--- src/rtl/dp_alu_pkg.sv ---
package dp_alu_pkg;

  typedef enum logic [3:0] {
    OP_AND = 4'b0000, OP_EOR = 4'b0001, OP_SUB = 4'b0010, OP_RSB = 4'b0011,
    OP_ADD = 4'b0100, OP_ADC = 4'b0101, OP_SBC = 4'b0110, OP_RSC = 4'b0111,
    OP_TST = 4'b1000, OP_TEQ = 4'b1001, OP_CMP = 4'b1010, OP_CMN = 4'b1011,
    OP_ORR = 4'b1100, OP_MOV = 4'b1101, OP_BIC = 4'b1110, OP_MVN = 4'b1111
  } alu_op_e;

  typedef struct packed {
    logic n;
    logic z;
    logic c;
    logic v;
  } alu_flags_t;

  // Compare/test group: no writeback, forced flag update
  function automatic logic op_is_compare(alu_op_e op);
    return op[3:2] == 2'b10;
  endfunction

  function automatic logic op_is_arith(alu_op_e op);
    case (op)
      OP_ADD, OP_ADC, OP_SUB, OP_SBC, OP_RSB, OP_RSC, OP_CMP, OP_CMN: return 1'b1;
      default: return 1'b0;
    endcase
  endfunction

  // Operands are exchanged for the reversed subtract forms
  function automatic logic op_swaps(alu_op_e op);
    return (op == OP_RSB) || (op == OP_RSC);
  endfunction

  // Second adder input is inverted for every subtraction
  function automatic logic op_inverts(alu_op_e op);
    case (op)
      OP_SUB, OP_RSB, OP_SBC, OP_RSC, OP_CMP: return 1'b1;
      default: return 1'b0;
    endcase
  endfunction

  // Adder carry-in: constant 0 or 1, or the chained flag
  function automatic logic op_carry_in(alu_op_e op, logic c_flag);
    case (op)
      OP_SUB, OP_RSB, OP_CMP: return 1'b1;
      OP_ADC, OP_SBC, OP_RSC: return c_flag;
      default:                return 1'b0;
    endcase
  endfunction

endpackage

--- src/rtl/alu_addsub.sv ---
module alu_addsub
  import dp_alu_pkg::*;
#(
  parameter int W = 32
) (
  input  alu_op_e        op,
  input  logic [W-1:0]   a,
  input  logic [W-1:0]   b,
  input  logic           c_flag,
  output logic [W-1:0]   sum,
  output logic           cout,
  output logic           ovf
);

  localparam int MSB = W - 1;

  function automatic logic [W:0] full_add(logic [W-1:0] x, logic [W-1:0] y, logic ci);
    return {1'b0, x} + {1'b0, y} + {{W{1'b0}}, ci};
  endfunction

  function automatic logic sign_ovf(logic xs, logic ys, logic rs);
    return (xs == ys) && (rs != xs);
  endfunction

  logic [W-1:0] x_in, y_raw, y_in;
  logic         ci;
  logic [W:0]   wide;

  always_comb begin
    x_in  = op_swaps(op) ? b : a;
    y_raw = op_swaps(op) ? a : b;
    y_in  = op_inverts(op) ? ~y_raw : y_raw;
    ci    = op_carry_in(op, c_flag);
    wide  = full_add(x_in, y_in, ci);
    sum   = wide[W-1:0];
    cout  = wide[W];
    ovf   = sign_ovf(x_in[MSB], y_in[MSB], wide[MSB]);
  end

endmodule

--- src/rtl/alu_logic.sv ---
module alu_logic
  import dp_alu_pkg::*;
#(
  parameter int W = 32
) (
  input  alu_op_e      op,
  input  logic [W-1:0] a,
  input  logic [W-1:0] b,
  output logic [W-1:0] res
);

  always_comb begin
    case (op)
      OP_AND, OP_TST: res = a & b;
      OP_EOR, OP_TEQ: res = a ^ b;
      OP_ORR:         res = a | b;
      OP_MOV:         res = b;
      OP_BIC:         res = a & ~b;
      OP_MVN:         res = ~b;
      default:        res = '0;
    endcase
  end

endmodule

--- src/rtl/alu_flagunit.sv ---
module alu_flagunit
  import dp_alu_pkg::*;
#(
  parameter int W = 32
) (
  input  logic         upd,
  input  logic         arith,
  input  logic [W-1:0] res,
  input  logic         add_cout,
  input  logic         add_ovf,
  input  logic         shift_carry,
  input  alu_flags_t   f_in,
  output alu_flags_t   f_out
);

  always_comb begin
    f_out = f_in;
    if (upd) begin
      f_out.n = res[W-1];
      f_out.z = (res == '0);
      f_out.c = arith ? add_cout : shift_carry;
      f_out.v = arith ? add_ovf : f_in.v;
    end
  end

endmodule

--- src/rtl/dp_alu.sv ---
module dp_alu
  import dp_alu_pkg::*;
#(
  parameter int W = 32
) (
  input  logic [3:0]   op_code,
  input  logic [W-1:0] opnd_a,
  input  logic [W-1:0] opnd_b,
  input  logic [3:0]   flags_in,
  input  logic         set_flags,
  input  logic         shift_carry,
  output logic [W-1:0] result,
  output logic         wr_en,
  output logic [3:0]   flags_out
);

  alu_op_e      op;
  alu_flags_t   f_in, f_out;
  logic         cmp_sel;
  logic         arith_sel;
  logic         upd_flags;
  logic [W-1:0] add_sum, logic_res;
  logic         add_cout, add_ovf;

  assign op        = alu_op_e'(op_code);
  assign f_in      = alu_flags_t'(flags_in);
  assign cmp_sel   = op_is_compare(op);
  assign arith_sel = op_is_arith(op);
  assign upd_flags = set_flags | cmp_sel;

  alu_addsub #(.W(W)) u_addsub (
    .op(op), .a(opnd_a), .b(opnd_b), .c_flag(f_in.c),
    .sum(add_sum), .cout(add_cout), .ovf(add_ovf)
  );

  alu_logic #(.W(W)) u_logic (
    .op(op), .a(opnd_a), .b(opnd_b), .res(logic_res)
  );

  assign result = arith_sel ? add_sum : logic_res;
  assign wr_en  = ~cmp_sel;

  alu_flagunit #(.W(W)) u_flags (
    .upd(upd_flags), .arith(arith_sel), .res(result),
    .add_cout(add_cout), .add_ovf(add_ovf), .shift_carry(shift_carry),
    .f_in(f_in), .f_out(f_out)
  );

  assign flags_out = f_out;

endmodule

--- config.mk ---
export PLATFORM = sky130hd
export DESIGN_NAME = dp_alu
export DESIGN_NICKNAME = d
export VERILOG_FILES = /design/src/rtl/dp_alu_pkg.sv /design/src/rtl/alu_addsub.sv /design/src/rtl/alu_logic.sv /design/src/rtl/alu_flagunit.sv /design/src/rtl/dp_alu.sv
export SDC_FILE = /design/constraint.sdc
export NUM_CORES = 1
export LEC_CHECK = 0
export BUFFER_PORTS_ARGS = -buffer_cell sky130_fd_sc_hd__buf_2
export CORE_UTILIZATION = 54
export DETAILED_ROUTE_END_ITERATION = 6
export PLACE_DENSITY = 0.81
export SLEW_MARGIN = 0
export SYNTH_ARGS = -nofsm -noshare
export SYNTH_HDL_FRONTEND = slang
export SYNTH_HIERARCHICAL = 1
export SYNTH_SLANG_ARGS = --single-unit
--- constraint.sdc ---
create_clock -name vclk -period 4.9
set_input_delay 0.49 -clock vclk [all_inputs]
set_output_delay 0.49 -clock vclk [all_outputs]
set_load 0.01 [all_outputs]
==> results.txt, run 1 <==
----------------------------------------------------
[Outcome]
  Outcome ... complete, but fails checks
  Failing checks ... setup timing

[Hold path]
  End of the worst hold path ... flags_out[0]
  HP Class ... primary input to primary output
  Launch instance of the worst min-delay path ... flags_in[0]
  Hold Path Cell Cnt ... 3

[Die]
  Overall die area ... between 10000 and 15000 µm²
  Core Region ... 10510 µm²
  # IOs ... 111
  Floorplan die height ... 106.9 µm
  Num rows ... 37
  Die width ... between 100 and 150 µm
  Initial cell density of the core ... 56.53%

[GRT]
  Vias in the first global route ... 6524
  Wire length of the first global-routing pass ... 31770 µm
  Gr ovfl total ... 0
  GRT Total Usage ... 33.97%
  Antenna violations before repair ... 0
  Largest net degree at the start of global routing ... 26

[Placed design]
  Sum of net half-perimeters after detailed placement ... 15360 µm
  Number of cells in the design after placement ... 1054
  Worst setup timing slack at the placement stage ... -247.4 ps
  Count of buffers from port buffering ... 111
  RePlAce Congestion ... 1.088

[Worst setup path]
  Critical path fanouts, max ... 16
  CP required ... roughly 4400 ps
  Critical setup path kind ... primary input to primary output
  Kind of start point of the critical path ... primary input
  Nature of the critical path endpoint ... primary output
  Critical path arrival ... between 4000 and 5000 ps

[STA]
  Final Cycle Share ... 103.1%
  Number of failing hold endpoints at the final stage ... 0
  Max_slew headroom ... approximately a third
  RSZ-0062 raised after global routing ... yes
  Actual transition at the worst max-transition pin ... about 1000 ps
  Maximum clock rate ... a little under 0.2 GHz
  Final Setup Violations ... 1
  Final setup margin ... -153.4 ps
  Post-route minimum period ... 5053 ps
  Fin. max-slew vios ... 0

[Finish]
  Area Growth Syn to Fin ... 32.37%
  Ratio of cells with drive above 1 in the final layout ... ~47%
  Count of placed standard cells in the final layout, fillers left out ... 1059
  Fillers ... 709
  Sequential cell area ... 0 µm²
  Number of clock-tree buffers in the layout ... 0
  Count of inserted antenna diode cells ... 0
  Nets ... about 1100
  Area of the multi-input gates ... 5675 µm²
  Sequential cell count ... 0

[Synthesis]
  Total number of yosys warnings ... 6
  Leading cell types by count after synthesis ... 71 x sky130_fd_sc_hd__inv_1, 66 x sky130_fd_sc_hd__mux2i_1, 63 x sky130_fd_sc_hd__ha_1, 40 x sky130_fd_sc_hd__xor2_1
  Net Count, Synth ... 849
  Most repeated cell in the gate-level netlist after synthesis ... sky130_fd_sc_hd__inv_1
  Main area contributors after synthesis ... sky130_fd_sc_hd__ha_1 13%, sky130_fd_sc_hd__mux2i_1 11%, sky130_fd_sc_hd__o221ai_2 7.6%
  Proportion of netlist area held by the largest area contributor ... 13.27%
  Cell Area, Synth ... 5941 µm²
  Number of library cell types mapped by synthesis ... 67
  Post-Syn Instances ... roughly 700
  Library cell occupying the most area in the post-synthesis netlist ... sky130_fd_sc_hd__ha_1
  Mean instance size in the synthesized netlist ... between 8 and 9 µm²
  Post-synthesis sequential area ratio ... 0%

[Power]
  Leak Pwr ... 3.891 nW
  Peak supply drop ... 0.08329 mV
  P per Cell Area ... 208.4 nW/µm²

[Route]
  Initial drt markers ... roughly 660
  Remaining DRCs ... 0
  Count of vias placed by the detailed router ... between 6000 and 7000
  Detailed-route wire length ... 20950 µm
  Per-cell via count in the routed design ... 6.343
  Routed WL per cell ... 19.78 µm
  Count of nets left with antenna violations after detail routing ... 0
  Detailed-routing iteration count for the pre-antenna-repair pass ... 6

[Clock network]
  Post-cts hold buffer count ... 0

[Run]
  Count of maximum capacitance violations ... 0

----------------------------------------------------
[final cells by class]
type	count	area share (%)
Multi-Input combinational cell	592	72.17
Timing Repair Buffer	260	22.28
Inverter	71	3.389
Tap cell	136	2.164
[cells in the final DEF (no fill, tap or decap), types with 3 or more instances in the layout]
cell type                  netlist  final
sky130_fd_sc_hd__a21o_1          6      6
sky130_fd_sc_hd__o221ai_2       30     31
sky130_fd_sc_hd__o21a_1          3      3
sky130_fd_sc_hd__and2_1          4      4
sky130_fd_sc_hd__mux2_4         29     30
sky130_fd_sc_hd__a22oi_2        30     30
sky130_fd_sc_hd__buf_4           0    141
sky130_fd_sc_hd__xnor2_1        20     19
sky130_fd_sc_hd__a21oi_1        36     30
sky130_fd_sc_hd__ha_1           63     63
sky130_fd_sc_hd__o21bai_1        3      3
sky130_fd_sc_hd__nor4_1          6      3
sky130_fd_sc_hd__and3_1          3      3
sky130_fd_sc_hd__o21ai_0        19     13
sky130_fd_sc_hd__nand2_1        30     28
sky130_fd_sc_hd__nor2_1         26     25
sky130_fd_sc_hd__o31ai_1         4      3
sky130_fd_sc_hd__mux2i_1        66     61
sky130_fd_sc_hd__nor3_1          6      4
sky130_fd_sc_hd__nand2b_1       36     36
sky130_fd_sc_hd__a31oi_1         5      3
sky130_fd_sc_hd__buf_6          10      4
sky130_fd_sc_hd__xor2_1         40     39
sky130_fd_sc_hd__inv_1          71     71
sky130_fd_sc_hd__nor2b_1         6      5
sky130_fd_sc_hd__mux2i_4         1      4
sky130_fd_sc_hd__o211ai_1        3      3
sky130_fd_sc_hd__o22a_1         31     31
sky130_fd_sc_hd__buf_12          0      3
sky130_fd_sc_hd__mux2_2         35     34
sky130_fd_sc_hd__nor4_4          0      4
sky130_fd_sc_hd__a21oi_2         1      6
sky130_fd_sc_hd__nand4_1         7      7
sky130_fd_sc_hd__o21ai_1         1      6
sky130_fd_sc_hd__buf_2          12    111
sky130_fd_sc_hd__nand3_1         4      4
[power by group]
part,switching (mW),internal (mW)
Combinational,0.822,0.817
Sequential,0,0
Clock,0,0
Total,0.822,0.817
[cell families after synthesis]
logic type                 count (synthesis)  share of synthesized area [%]
xor gates and xnor gates                  60                          8.846
and+or+nand+nor                          141                          12.76
AOI/OAI and AO/OA                        194                          29.80
adders and majority gates                 65                          13.94
buffers and inverters                    118                          8.993
muxes                                    132                          25.65
[repair_timing]
action	in CTS	in global routing
setup buffers	4	0
endpoints found under the setup margin	1	1
cloned	1	0
gates resized for setup	22	34
pin swaps	13	19
[layer usage]
metal	global-route usage (%)	share of wire (%)	wire, µm	vias to the layer above
met5	0	0	0	-
met4	10.37	3.0	626	0
met3	3.647	7.3	1519	71
met2	58.85	48	10090	373
met1	43.94	42	8710	3195
li1	-	-	-	3078
[critical path, cell delays in order]
cell	delay, ps
sky130_fd_sc_hd__buf_2	100
sky130_fd_sc_hd__nand3b_1	240
sky130_fd_sc_hd__buf_4	200
sky130_fd_sc_hd__buf_12	160
sky130_fd_sc_hd__buf_4	160
sky130_fd_sc_hd__mux2i_1	250
sky130_fd_sc_hd__xor2_1	210
sky130_fd_sc_hd__ha_1	310
sky130_fd_sc_hd__nand2_1	110
sky130_fd_sc_hd__nor2_1	70
sky130_fd_sc_hd__a221oi_2	340
sky130_fd_sc_hd__buf_4	180
sky130_fd_sc_hd__o221ai_2	130
sky130_fd_sc_hd__o211ai_1	240
sky130_fd_sc_hd__o21ai_2	100
sky130_fd_sc_hd__xnor2_1	130
sky130_fd_sc_hd__mux2_4	300
sky130_fd_sc_hd__nor4b_2	210
sky130_fd_sc_hd__nand4_1	160
sky130_fd_sc_hd__o31ai_2	290
sky130_fd_sc_hd__buf_2	180
[stage by stage]
step | total power, mW | hold slack (ps) | TNS [ps] | util (%) | cell area, µm²
6_report | 1.639 | 1281 | -153.4 | 74.83 | 7864
5_1_grt | 1.736 | 1292 | -365.1 | 74.83 | 7864
4_1_cts | 1.522 | 1282 | -17.50 | 73.29 | 7702
3_5_place_dp | 1.473 | 1283 | -247.4 | 71.66 | 7531
3_3_place_gp | 1.444 | 1275 | -102.4 | 71.66 | 7531
2_1_floorplan | 0.8625 | 1066 | 0 | - | 5947
[how the worst max path moves through the flow]
stage | from | to | slack (ps) | depth (start not counted)
after floorplan | op_code[3] | flags_out[2] | 110 | 19
after global placement | op_code[0] | flags_out[2] | -100 | 20
after detailed placement | op_code[0] | flags_out[2] | -250 | 18
after CTS | op_code[3] | flags_out[2] | -20 | 19
after global routing | op_code[3] | flags_out[2] | -370 | 21
final | op_code[3] | flags_out[2] | -150 | 21
No activity file was read; power rests on OpenSTA's default activity.
==> run 2, diff against run 1 <==
--- a/config.mk
+++ b/config.mk
@@ -6,9 +6,9 @@
 export NUM_CORES = 1
 export LEC_CHECK = 0
 export BUFFER_PORTS_ARGS = -buffer_cell sky130_fd_sc_hd__buf_2
-export CORE_UTILIZATION = 54
+export CORE_UTILIZATION = 60
 export DETAILED_ROUTE_END_ITERATION = 6
-export PLACE_DENSITY = 0.81
+export PLACE_DENSITY_LB_ADDON = 0.3
 export SLEW_MARGIN = 0
 export SYNTH_ARGS = -nofsm -noshare
 export SYNTH_HDL_FRONTEND = slang
==> constraint.sdc (replaced) <==
create_clock -name vclk -period 5.1
set_input_delay 0.51 -clock vclk [all_inputs]
set_output_delay 0.51 -clock vclk [all_outputs]
set_load 0.01 [all_outputs]
==> results.txt, run 2 (synthesis gave the netlist of run 1 again) <==
----------------------------------------------------
[Outcome]
  Outcome ... complete, but fails checks (unchanged)
  Failing checks ... setup timing (unchanged)

[STA]
  Max_slew headroom ... 23.27% (was 33.48%)
  Final Setup Violations ... 1 (unchanged)
  Number of failing hold endpoints at the final stage ... 0 (unchanged)
  Fin. max-slew vios ... 0 (unchanged)
  Post-route minimum period ... about 5100 ps
  Actual transition at the worst max-transition pin ... 1151 ps (was 996.7 ps)
  RSZ-0062 raised after global routing ... yes (unchanged)
  Final setup margin ... -17.31 ps (was -153.4 ps)
  Final Cycle Share ... 100.3%
  Maximum clock rate ... 0.1954 GHz
  Sum of negative setup slack ... -17.31 ps (was -153.4 ps)

[Finish]
  Leading cell type in the layout, fill and taps excluded ... sky130_fd_sc_hd__buf_4 (unchanged)
  Count of inserted antenna diode cells ... 0 (unchanged)
  Area Growth Syn to Fin ... 26.39% (was 32.37%)
  Sequential cell area ... 0 µm² (unchanged)
  Ratio of cells with drive above 1 in the final layout ... 43.91% (was 46.91%)
  Number of clock-tree buffers in the layout ... 0 (unchanged)
  Leading cell types in the layout, fill and taps excluded ... 116 x sky130_fd_sc_hd__buf_4, 111 x sky130_fd_sc_hd__buf_2, 71 x sky130_fd_sc_hd__inv_1 (was 141 x sky130_fd_sc_hd__buf_4, 111 x sky130_fd_sc_hd__buf_2, 71 x sky130_fd_sc_hd__inv_1)
  Utilization of the core after routing ... 79.75% (was 74.83%)
  Total non-filler cell area in the finished layout ... 7508 µm² (was 7864 µm²)
  Nets ... 1036 (was 1064)
  Sequential cell count ... 0 (unchanged)

[Placed design]
  RePlAce Congestion ... 1.005 (was 1.088)
  Sum of net half-perimeters after detailed placement ... 15680 µm (was 15360 µm)
  Count of buffers from port buffering ... 111 (unchanged)
  Area after DPL ... 7279 µm² (was 7531 µm²)

[Run]
  Count of maximum capacitance violations ... 0 (unchanged)

[Die]
  Die width ... 101.5 µm (was 106.9 µm)
  # IOs ... 111 (unchanged)
  Core Region ... 9415 µm² (was 10510 µm²)
  Initial cell density of the core ... 63.10% (was 56.53%)
  Overall die area ... 10300 µm² (was 11420 µm²)
  Num rows ... 35 (was 37)
  Floorplan die height ... 101.5 µm (was 106.9 µm)

[GRT]
  Antenna violations before repair ... 0 (unchanged)
  Largest net degree at the start of global routing ... 33 (was 26)
  Vias in the first global route ... 6369 (was 6524)
  Gr ovfl total ... 0 (unchanged)
  GRT Total Usage ... 38.65% (was 33.97%)
  Wire length of the first global-routing pass ... 31310 µm (was 31770 µm)

[Worst setup path]
  Critical path arrival ... 4610 ps (was 4560 ps)
  Kind of cell with the highest combined delay on the critical path ... compound AO/OA/AOI/OAI gates (unchanged)
  CP required ... 4590 ps (was 4410 ps)
  Number of buffers and inverters on the critical path ... 5 (was 6)
  Kind of start point of the critical path ... primary input (unchanged)
  Worst-path cell with the longest stage delay ... sky130_fd_sc_hd__fa_2 (was sky130_fd_sc_hd__a221oi_2)
  Nature of the critical path endpoint ... primary output (unchanged)
  Ordered cell list for the critical path ... buf_2 > nand3b_1 > mux2i_1 > xnor2_1 > fa_2 > inv_1 > fa_2 > a21o_1 > a221oi_4 > buf_4 > and2b_2 > nor3_4 > o21bai_1 > a21oi_1 > xnor2_1 > mux2_4 > nor4_4 > buf_4 > nand4_1 > o31ai_2 > buf_2 (was buf_2 > nand3b_1 > buf_4 > buf_12 > buf_4 > mux2i_1 > xor2_1 > ha_1 > nand2_1 > nor2_1 > a221oi_2 > buf_4 > o221ai_2 > o211ai_1 > o21ai_2 > xnor2_1 > mux2_4 > nor4b_2 > nand4_1 > o31ai_2 > buf_2)
  Critical path fanouts, max ... 4 (was 16)
  Delay of the slowest critical-path stage ... 340 ps (about the same)
  Critical setup path kind ... primary input to primary output (unchanged)

[Power]
  Peak supply drop ... 0.1330 mV (was 0.08329 mV)
  Internal power ... 0.7184 mW (was 0.8171 mW)
  Power share of the sequential group ... 0% (about the same)
  Portion of total power attributed to combinational logic ... 100.0% (about the same)
  NetSw ... 0.7493 mW (was 0.8220 mW)
  Switching part of the total ... 51.05% (was 50.15%)
  P per Cell Area ... 195.5 nW/µm² (was 208.4 nW/µm²)
  Leak Pwr ... 3.728 nW (was 3.891 nW)
  Power share of the clock group ... 0% (about the same)

[Route]
  Count of nets left with antenna violations after detail routing ... 0 (unchanged)
  Count of vias placed by the detailed router ... 6429 (was 6717)
  Per-cell via count in the routed design ... 6.278 (was 6.343)
  Routed WL per cell ... 19.79 µm (was 19.78 µm)
  Initial drt markers ... 355 (was 655)
  Remaining DRCs ... 0 (unchanged)
  Detailed-routing iteration count for the pre-antenna-repair pass ... 6 (unchanged)
  Detailed-route wire length ... 20270 µm (was 20950 µm)

[Hold path]
  HP Class ... primary input to primary output (unchanged)

[Clock network]
  Post-cts hold buffer count ... 0 (unchanged)

----------------------------------------------------
-- run 2: power groups by stage --
stage / Sequential (mW) / Combinational, mW / Clock, mW
2_1_floorplan: 0 / 0.828 / 0
3_3_place_gp: 0 / 1.33 / 0
3_5_place_dp: 0 / 1.36 / 0
4_1_cts: 0 / 1.41 / 0
5_1_grt: 0 / 1.56 / 0
6_report: 0 / 1.47 / 0
-- run 2: what timing repair did --
action | 4_1_cts | 5_1_grt
pin swaps | 9 | 15
endpoints found under the setup margin | 1 | 1
cloned | 0 | 0
setup buffers | 5 | 1
gates resized for setup | 16 | 20
-- run 2: layout make-up --
cell class / count / area, µm²
Multi-Input combinational cell: 592 / 5577
Fill cell: 672 / 1907
Timing Repair Buffer: 232 / 1504
Inverter: 71 / 266.5
Tap cell: 129 / 161.4
-- run 2: layer usage --
layer  part of all wire [%]  routed length [µm]  global-route usage (%)  vias up
met1                     43                8759                   49.84     3037
met4                    2.3                 465                   11.26        0
met2                     46                9362                   67.26      330
li1                       -                   -                       -     3011
met3                    8.3                1682                   4.417       51
met5                      0                   0                       0        -
-- run 2: stage by stage --
stage	hold slack [ps]	total power [mW]	instances	setup slack, ps
final	1318	1.468	1024	-17.31
after global routing	1354	1.563	1024	-198.7
after CTS	1321	1.414	1023	3.862
after detailed placement	1316	1.361	1018	-201.8
after global placement	1314	1.331	1018	-68.61
after floorplan	1106	0.8283	710	43.32
-- run 2: worst paths after layout --
| path | start | to | slack [ps] | depth (start not counted) |
|---|---|---|---|---|
| hold / removal | flags_in[0] | flags_out[0] | 1320 | 3 |
| setup / recovery | op_code[3] | flags_out[2] | -20 | 21 |
==> run 3, diff against run 2 <==
--- a/config.mk
+++ b/config.mk
@@ -5,7 +5,9 @@
 export SDC_FILE = /design/constraint.sdc
 export NUM_CORES = 1
 export LEC_CHECK = 0
+export ABC_CLOCK_PERIOD_IN_PS = 5100
 export BUFFER_PORTS_ARGS = -buffer_cell sky130_fd_sc_hd__buf_2
+export CORE_MARGIN = 2
 export CORE_UTILIZATION = 60
 export DETAILED_ROUTE_END_ITERATION = 6
 export PLACE_DENSITY_LB_ADDON = 0.3
==> results.txt, run 3 (synthesis gave the netlist of run 1 again) <==
----------------------------------------------------
[Outcome]
  Outcome ... complete, no violations (was complete, but fails checks)

[Placed design]
  Count of buffers from port buffering ... 111 (unchanged)
  Sum of net half-perimeters after detailed placement ... 15150 µm (was 15680 µm)
  RePlAce Congestion ... 1.039 (was 1.005)
  Number of cells in the design after placement ... 1010 (was 1018)
  Area after DPL ... 7194 µm² (was 7279 µm²)

[Worst setup path]
  CP required ... 4590 ps (about the same)
  Critical setup path kind ... primary input to primary output (unchanged)
  Nature of the critical path endpoint ... primary output (unchanged)
  Kind of start point of the critical path ... primary input (unchanged)
  Critical path fanouts, max ... 5 (was 4)
  Critical path arrival ... 4550 ps (was 4610 ps)

[STA]
  Maximum clock rate ... 0.1976 GHz (was 0.1954 GHz)
  Max_slew headroom ... 25.68% (was 23.27%)
  RSZ-0062 raised after global routing ... yes (unchanged)
  Final Cycle Share ... 99.23% (was 100.3%)
  Fin. max-slew vios ... 0 (unchanged)
  Post-route minimum period ... 5061 ps (was 5117 ps)
  Actual transition at the worst max-transition pin ... 1115 ps (was 1151 ps)
  Worst-case hold slack ... 1337 ps (was 1318 ps)
  Final Setup Violations ... 0 (was 1)
  Number of failing hold endpoints at the final stage ... 0 (unchanged)
  Sum of negative setup slack ... 0 ps (was -17.31 ps)

[Route]
  Remaining DRCs ... 0 (unchanged)
  Per-cell via count in the routed design ... 6.292 (was 6.278)
  Detailed-route wire length on metal 1 ... 8730 µm (was 8759 µm)
  Detailed-route wire length ... 20180 µm (was 20270 µm)
  Count of vias placed by the detailed router ... 6405 (was 6429)
  Initial drt markers ... 449 (was 355)
  Routed WL per cell ... 19.82 µm (was 19.79 µm)
  Top routing layer in use ... met4 (unchanged)
  Detailed-routing iteration count for the pre-antenna-repair pass ... 5 (was 6)
  Detailed route wirelength on metal2 ... 9484 µm (was 9362 µm)
  Count of nets left with antenna violations after detail routing ... 0 (unchanged)
  Total met3 wirelength after detailed routing ... 1533 µm (was 1682 µm)

[GRT]
  Antenna violations before repair ... 0 (unchanged)
  GRT Total Usage ... 35.00% (was 38.65%)
  Gr ovfl total ... 0 (unchanged)
  Wire length of the first global-routing pass ... 31710 µm (was 31310 µm)
  Vias in the first global route ... 6413 (was 6369)
  Largest net degree at the start of global routing ... 33 (unchanged)

[Finish]
  Number of clock-tree buffers in the layout ... 0 (unchanged)
  Count of inserted antenna diode cells ... 0 (unchanged)
  Sequential cell area ... 0 µm² (unchanged)
  Leading cell type in the layout, fill and taps excluded ... sky130_fd_sc_hd__buf_2 (was sky130_fd_sc_hd__buf_4)
  Sequential cell count ... 0 (unchanged)
  Ratio of cells with drive above 1 in the final layout ... 44.75% (was 43.91%)
  Leading cell types in the layout, fill and taps excluded ... 109 x sky130_fd_sc_hd__buf_2, 101 x sky130_fd_sc_hd__buf_4, 71 x sky130_fd_sc_hd__inv_1 (was 116 x sky130_fd_sc_hd__buf_4, 111 x sky130_fd_sc_hd__buf_2, 71 x sky130_fd_sc_hd__inv_1)
  Area Growth Syn to Fin ... 27.04% (was 26.39%)
  Total non-filler cell area in the finished layout ... 7547 µm² (was 7508 µm²)
  Fillers ... 699 (was 672)
  Area of the multi-input gates ... 5649 µm² (was 5577 µm²)
  Nets ... 1026 (was 1036)
  Count of placed standard cells in the final layout, fillers left out ... 1018 (was 1024)
  Utilization of the core after routing ... 77.93% (was 79.75%)

[Power]
  Power share of the clock group ... 0% (about the same)
  Switching part of the total ... 51.71% (was 51.05%)
  NetSw ... 0.7600 mW (was 0.7493 mW)
  Peak supply drop ... 0.1275 mV (was 0.1330 mV)
  P per Cell Area ... 194.7 nW/µm² (was 195.5 nW/µm²)
  Portion of total power attributed to combinational logic ... 100.0% (about the same)
  Leak Pwr ... 3.697 nW (was 3.728 nW)
  Internal power ... 0.7098 mW (was 0.7184 mW)
  Power share of the sequential group ... 0% (about the same)

[Die]
  Die width ... 103.5 µm (was 101.5 µm)
  Overall die area ... 10710 µm² (was 10300 µm²)
  Floorplan die height ... 103.5 µm (was 101.5 µm)
  Core Region ... 9684 µm² (was 9415 µm²)
  # IOs ... 111 (unchanged)
  Initial cell density of the core ... 61.34% (was 63.10%)
  Num rows ... 36 (was 35)

[Hold path]
  HP Class ... primary input to primary output (unchanged)

[Run]
  Count of maximum capacitance violations ... 0 (unchanged)

----------------------------------------------------
==> run 3: cell types whose count changed in the layout (fill, tap and decap cells not counted), sizes merged <==
cell / change
buf: -11
clkbuf: +1
==> run 3: path summary, 6_finish.rpt <==
check	slack [ps]	startpoint	to	depth (start not counted)
max	40	op_code[3]	flags_out[2]	20
min	1340	flags_in[0]	flags_out[0]	3
==> run 3: power groups by stage <==
stage | registers (mW) | clock network, mW | logic, mW
finish | 0 | 0 | 1.47
global placement | 0 | 0 | 1.30
detailed placement | 0 | 0 | 1.33
global route | 0 | 0 | 1.57
CTS | 0 | 0 | 1.36
floorplan | 0 | 0 | 0.828
==> run 3: metrics by stage <==
stage          total power [mW]  setup WS [ps]
6_report                  1.470          39.19
3_5_place_dp              1.331         -206.9
2_1_floorplan            0.8283          43.32
3_3_place_gp              1.299         -87.20
5_1_grt                   1.567         -116.5
4_1_cts                   1.357          21.10
==> run 3: routing by layer <==
layer | vias to the layer above | global-route usage (%)
met2 | 282 | 59.93
met5 | - | 0
met1 | 3091 | 46.79
li1 | 2988 | -
met3 | 44 | 4.909
met4 | 0 | 7.432
==> run 3: cell type report <==
cell class | instances | share of cell area, %
Inverter | 71 | 3.531
Multi-Input combinational cell | 592 | 74.85
Tap cell | 133 | 2.205
Timing Repair Buffer | 222 | 19.41
==> run 3: critical path, cell delays in order <==
cell and delay [ps]:
sky130_fd_sc_hd__buf_6 90, sky130_fd_sc_hd__nand3b_1 280, sky130_fd_sc_hd__buf_6 230, sky130_fd_sc_hd__buf_6 120, sky130_fd_sc_hd__mux2i_1 160, sky130_fd_sc_hd__xor2_1 180
sky130_fd_sc_hd__ha_1 310, sky130_fd_sc_hd__a21o_1 220, sky130_fd_sc_hd__a221oi_2 350, sky130_fd_sc_hd__buf_4 170, sky130_fd_sc_hd__o211a_4 180, sky130_fd_sc_hd__a21oi_4 70
sky130_fd_sc_hd__o31ai_4 270, sky130_fd_sc_hd__o21ai_1 120, sky130_fd_sc_hd__xor2_1 150, sky130_fd_sc_hd__mux2_4 290, sky130_fd_sc_hd__nor4_4 270, sky130_fd_sc_hd__nand4_1 140
sky130_fd_sc_hd__o31ai_2 250, sky130_fd_sc_hd__buf_2 170
==> run 3: what timing repair did <==
action                                  CTS  global route
cloned                                    0             2
hold buffers                              0             0
endpoints found under the setup margin    1             1
pin swaps                                 1            21
gates resized for setup                   7            56
setup buffers                             1             5
